===== config.mk =====
export PLATFORM = sky130hd
export DESIGN_NAME = ct_tree17
export DESIGN_NICKNAME = d
export VERILOG_FILES = /design/src/rtl/ct_pkg.sv /design/src/rtl/ct_csa_row.sv /design/src/rtl/ct_cmp42_row.sv /design/src/rtl/ct_final_add.sv /design/src/rtl/ct_tree17.sv
export SDC_FILE = /design/constraint.sdc
export NUM_CORES = 2
export LEC_CHECK = 0
export BUFFER_PORTS_ARGS = -buffer_cell sky130_fd_sc_hd__buf_2
export CAP_MARGIN = 20
export CORE_AREA = 3 3 447 449
export DETAILED_ROUTE_END_ITERATION = 7
export DIE_AREA = 0 0 450 452
export PLACE_DENSITY = 0.3
export SYNTH_ARGS = -nofsm -noshare
export SYNTH_HDL_FRONTEND = slang
export SYNTH_HIERARCHICAL = 1
export SYNTH_SLANG_ARGS = --single-unit

===== constraint.sdc =====
create_clock -name vclk -period 8.46
set_input_delay 0.846 -clock vclk [all_inputs]
set_output_delay 0.846 -clock vclk [all_outputs]
set_load 0.02 [all_outputs]

===== src/rtl/ct_pkg.sv =====
package ct_pkg;
    localparam int CT_ROWS      = 17;
    localparam int CT_L1_CELLS  = 5;
    localparam int CT_L1_PASS   = CT_ROWS - 3 * CT_L1_CELLS;
    localparam int CT_L1_ROWS   = 2 * CT_L1_CELLS + CT_L1_PASS;
    localparam int CT_L2_CELLS  = CT_L1_ROWS / 3;
    localparam int CT_L2_ROWS   = 2 * CT_L2_CELLS;
    localparam int CT_L3_CELLS  = CT_L2_ROWS / 4;
    localparam int CT_L3_ROWS   = 2 * CT_L3_CELLS;
    localparam int CT_L4_ROWS   = 2;
endpackage


===== src/rtl/ct_csa_row.sv =====
module ct_csa_row #(
    parameter int W = 64
) (
    input  logic [W-1:0] a_i,
    input  logic [W-1:0] b_i,
    input  logic [W-1:0] c_i,
    output logic [W-1:0] sum_o,
    output logic [W-1:0] carry_o
);
    logic [W-1:0] maj;

    assign sum_o   = a_i ^ b_i ^ c_i;
    assign maj     = (a_i & b_i) | (a_i & c_i) | (b_i & c_i);
    assign carry_o = {maj[W-2:0], 1'b0};

    // each 3-2 cell keeps the three-row total modulo 2^W
    always_comb begin
        assert_csa_conserves_R3: assert ((sum_o + carry_o) == (a_i + b_i + c_i))
            else $error("3-2 row lost value");
    end
endmodule


===== src/rtl/ct_cmp42_row.sv =====
module ct_cmp42_row #(
    parameter int W = 64
) (
    input  logic [W-1:0] x0_i,
    input  logic [W-1:0] x1_i,
    input  logic [W-1:0] x2_i,
    input  logic [W-1:0] x3_i,
    output logic [W-1:0] sum_o,
    output logic [W-1:0] carry_o
);
    logic [W-1:0] part;
    logic [W-1:0] lat_out;
    logic [W-1:0] lat_in;
    logic [W-1:0] upper;

    // first adder of each column: three own bits, lateral carry out
    assign part    = x0_i ^ x1_i ^ x2_i;
    assign lat_out = (x0_i & x1_i) | (x0_i & x2_i) | (x1_i & x2_i);
    assign lat_in  = {lat_out[W-2:0], 1'b0};

    // second adder: partial sum, fourth bit, lateral carry in
    assign sum_o   = part ^ x3_i ^ lat_in;
    assign upper   = (part & x3_i) | (part & lat_in) | (x3_i & lat_in);
    assign carry_o = {upper[W-2:0], 1'b0};

    // each 4-2 row keeps the four-row total modulo 2^W
    always_comb begin
        assert_cmp42_conserves_R4: assert ((sum_o + carry_o) == (x0_i + x1_i + x2_i + x3_i))
            else $error("4-2 row lost value");
    end
endmodule


===== src/rtl/ct_final_add.sv =====
module ct_final_add #(
    parameter int W = 64
) (
    input  logic [W-1:0] a_i,
    input  logic [W-1:0] b_i,
    output logic [W-1:0] sum_o
);
    assign sum_o = a_i + b_i;
endmodule


===== src/rtl/ct_tree17.sv =====
module ct_tree17
    import ct_pkg::*;
#(
    parameter int W = 64
) (
    input  logic [CT_ROWS*W-1:0] rows_i,
    output logic [W-1:0]         prod_o
);
    logic [W-1:0] lv0 [CT_ROWS];
    logic [W-1:0] lv1 [CT_L1_ROWS];
    logic [W-1:0] lv2 [CT_L2_ROWS];
    logic [W-1:0] lv3 [CT_L3_ROWS];
    logic [W-1:0] lv4 [CT_L4_ROWS];

    for (genvar k = 0; k < CT_ROWS; k++) begin : g_unpack
        assign lv0[k] = rows_i[k*W +: W];
    end

    // level 1: five 3-2 cells on rows 0..14, rows 15 and 16 bypass
    for (genvar g = 0; g < CT_L1_CELLS; g++) begin : g_lvl1
        ct_csa_row #(.W(W)) u_csa (
            .a_i    (lv0[3*g]),
            .b_i    (lv0[3*g+1]),
            .c_i    (lv0[3*g+2]),
            .sum_o  (lv1[2*g]),
            .carry_o(lv1[2*g+1])
        );
    end
    for (genvar p = 0; p < CT_L1_PASS; p++) begin : g_bypass
        assign lv1[2*CT_L1_CELLS+p] = lv0[3*CT_L1_CELLS+p];
    end

    // level 2: four 3-2 cells, twelve rows to eight
    for (genvar g = 0; g < CT_L2_CELLS; g++) begin : g_lvl2
        ct_csa_row #(.W(W)) u_csa (
            .a_i    (lv1[3*g]),
            .b_i    (lv1[3*g+1]),
            .c_i    (lv1[3*g+2]),
            .sum_o  (lv2[2*g]),
            .carry_o(lv2[2*g+1])
        );
    end

    // level 3: two 4-2 rows, eight to four
    for (genvar g = 0; g < CT_L3_CELLS; g++) begin : g_lvl3
        ct_cmp42_row #(.W(W)) u_c42 (
            .x0_i   (lv2[4*g]),
            .x1_i   (lv2[4*g+1]),
            .x2_i   (lv2[4*g+2]),
            .x3_i   (lv2[4*g+3]),
            .sum_o  (lv3[2*g]),
            .carry_o(lv3[2*g+1])
        );
    end

    // level 4: one 4-2 row, four to two
    ct_cmp42_row #(.W(W)) u_lvl4 (
        .x0_i   (lv3[0]),
        .x1_i   (lv3[1]),
        .x2_i   (lv3[2]),
        .x3_i   (lv3[3]),
        .sum_o  (lv4[0]),
        .carry_o(lv4[1])
    );

    ct_final_add #(.W(W)) u_cpa (
        .a_i  (lv4[0]),
        .b_i  (lv4[1]),
        .sum_o(prod_o)
    );

    // level totals against the input total
    logic [W-1:0] tot_in;
    logic [W-1:0] tot_l1;
    logic [W-1:0] tot_l2;
    logic [W-1:0] tot_l3;

    always_comb begin
        tot_in = '0;
        for (int k = 0; k < CT_ROWS; k++) tot_in = tot_in + lv0[k];
        tot_l1 = '0;
        for (int k = 0; k < CT_L1_ROWS; k++) tot_l1 = tot_l1 + lv1[k];
        tot_l2 = '0;
        for (int k = 0; k < CT_L2_ROWS; k++) tot_l2 = tot_l2 + lv2[k];
        tot_l3 = '0;
        for (int k = 0; k < CT_L3_ROWS; k++) tot_l3 = tot_l3 + lv3[k];
    end

    always_comb begin
        assert_lvl1_total_R3: assert (tot_l1 == tot_in)
            else $error("level 1 total differs");
        assert_lvl2_total_R3: assert (tot_l2 == tot_in)
            else $error("level 2 total differs");
        assert_lvl3_total_R4: assert (tot_l3 == tot_in)
            else $error("level 3 total differs");
        assert_product_R1: assert (prod_o == tot_in)
            else $error("product differs from row total");
    end
endmodule


==> results.md <==
- Post-DR vias/cell: 3.209
- Sequential cell area: 0 µm²
- Starting density of the core: 11.80%
- Die Span X: approximately 450 µm
- CP Data Required Time: approximately 7.6 ns
- Unrepaired setup endpoints after global routing: yes
- Synth cell types: 69
- Tmin final: 8.087 ns
- GP Congestion: 0.9647
- Worst min-delay path class: input pin to primary output
- Syn_area_per_cell: 14.96 µm²
- Total Wirelength: approximately 130000 µm
- Multiplexer area fraction after synthesis: 0%
- Largest family of logic cells by synthesized area: adder cells
- Tot GR Track Use: 13.01%
- Slew of the pin with the lowest slew margin: ~0.60 ns
- Status: finished, final reports clean
- Crit end category: primary output
- Die H: 452 µm
- Mapped cell area: 23200 µm²
- Ys Warns: 6
- Cell Count, Final, Fillers Out: 5376
- Max cap viols: 0
- Largest cells by area after synthesis: fa_1 81%, ha_1 3.6%, a21oi_1 1.7%
- Clkbuf count: 0
- Sequential-to-total area share from yosys stat: 0%
- Remaining DRCs: 0
- 1st-iter DRT viols: between 500 and 600
- Simple-Gate Fraction of Synth Area: 3.807%
- Worst Path Arrival: between 7 and 8 ns
- Mapped Nets: 3648
- Initial antenna violation count: 67
- Final Hold Fails: 0
- Area Growth Syn to Fin: 40.28%
- Placed cells: 5350
- Slew HR: 59.71%
- Die area: 203400 µm²
- Post-synth top area cell: fa_1
- Port Buffers: 1152
- FFs & Latches: 0
- TritonRoute pass-1 iters: 6
- Vias in the first global route: roughly 22000
- Layout cells sized above 1: around 45%
- Hold buffer count at CTS: 0
- First-pass GRT wire length: approximately 180000 µm
- Crit share post-route: 95.59%
- # IOs: 1152
- Largest net degree at the start of global routing: 10
- Mapped Cells: 1551
- Max Clock Freq: 123.7 MHz
- Total gr overflow: 0
- CP Max Fanout: 4
- XOR/XNOR Fraction of Synth Area: 3.705%
- Slew Viols, Final: 0
- Via count: 17251
- DP HPWL: approximately 130000 µm
- Startpoint Class: input pin
- Top cell type's share of synthesized area: 81.36%
- Min Hold Slack: 2.791 ns
- Detail Route Antenna Nets: 0
- Crit Path Class: input pin to primary output
- Final setup fails: 0
- Core footprint: 196600 µm²
- Wire per inst: roughly 25 µm
- Adder-cell share of the synthesized area: a little over four fifths
- Compound-Gate Fraction of Synth Area: under 10%
- Cell Rows: 163
- Fin nets: 4809
-- layout by cell type, fill, tap and decap left out, types with 7 or more instances in the layout --
cell,netlist,routed
nand3_1,13,12
fa_1,943,940
a21o_1,31,31
xor3_1,9,9
diode_2,0,26
xor2_1,26,26
nand4_1,21,21
inv_1,16,16
a21oi_1,77,75
o21ai_0,35,35
buf_4,12,43
o21ai_1,7,7
ha_1,66,66
nor2_1,41,40
xnor2_1,40,40
a31oi_1,8,8
o21bai_1,14,14
nand2_1,59,59
buf_2,12,1149
conb_1,12,12
-- layer usage --
metal | share of wire (%) | vias to the layer above | GRT usage, %
met2 | 62 | 621 | 28.21
met5 | 0.18 | - | 0
met1 | 33 | 9107 | 13.09
li1 | - | 7391 | -
met4 | 0.90 | 34 | 0.9299
met3 | 4.5 | 98 | 2.075
-- cell families (layout without fill, tap and decap cells) --
group                    after synthesis  in the layout
adder cells (fa/ha/maj)             1009           1009
other                                 12             38
XOR/XNOR                              78             78
buffers and inverters                 52           1211
AND/OR/NAND/NOR                      178            178
AO/OA/AOI/OAI                        222            222
-- critical path: stages --
cell,delay [ns]
buf_2,0.11
fa_1,0.71
fa_1,0.49
fa_1,0.60
fa_1,0.47
fa_1,0.64
fa_1,0.45
ha_1,0.35
o21ai_1,0.11
o21ai_2,0.28
nand3_2,0.22
and3_1,0.21
o21a_1,0.32
o311ai_1,0.33
buf_4,0.18
a31oi_1,0.08
buf_4,0.19
o221ai_2,0.14
xor2_1,0.19
buf_4,0.15
buf_2,0.18
-- stage by stage --
step	setup slack [ns]	area [µm²]	setup TNS [ns]	util [%]
after floorplan	1.633	23200	0	-
after global placement	-0.5408	32440	-3.286	16.50
after detailed placement	-0.4873	32440	-2.436	16.50
after CTS	0.05451	32480	0	16.52
after global routing	-0.004844	32520	-0.004844	16.54
final	0.3731	32550	0	16.56
-- worst paths after layout --
check | from | endpoint | slack (ns) | depth (start not counted)
worst max-delay path | rows_i[3] | prod_o[61] | 0.37 | 21
worst min-delay path | rows_i[1058] | prod_o[37] | 2.79 | 7
-- layout make-up --
type / count / area [µm²]
fillers: 22117 / 164100
multi-input cells: 1499 / 22990
repair buffers: 1195 / 6133
well taps: 2640 / 3303
diodes: 26 / 65.06
inverters: 16 / 60.06
-- repair_timing --
| action | CTS | global route |
|---|---|---|
| hold endpoints to repair | 0 | 0 |
| buffers inserted | 0 | 0 |
| gates resized for setup | 7 | 2 |
| setup endpoints to repair | 20 | 4 |
-- synth_stat cells, types with 3 or more instances --
master / n
conb_1: 12
nand2b_1: 4
a21o_1: 31
fa_1: 943
and2_1: 4
xnor2_1: 40
xnor3_1: 3
nand4_1: 21
o21bai_1: 14
o21ai_2: 5
and3_1: 6
clkbuf_1: 10
o21ai_1: 7
buf_2: 12
nand3_1: 13
a21boi_1: 4
a211oi_1: 3
nor3_1: 6
o211ai_1: 3
ha_1: 66
xor3_1: 9
nor2_1: 41
o21a_1: 6
a21oi_1: 77
inv_1: 16
nand3b_1: 3
a31oi_1: 8
nor2b_1: 6
buf_4: 12
o21ai_0: 35
nand2_1: 59
xor2_1: 26
Power is left out: the tool's default activity adds up to more than one toggle a clock period on the data nets, which glitch-free logic cannot reach.
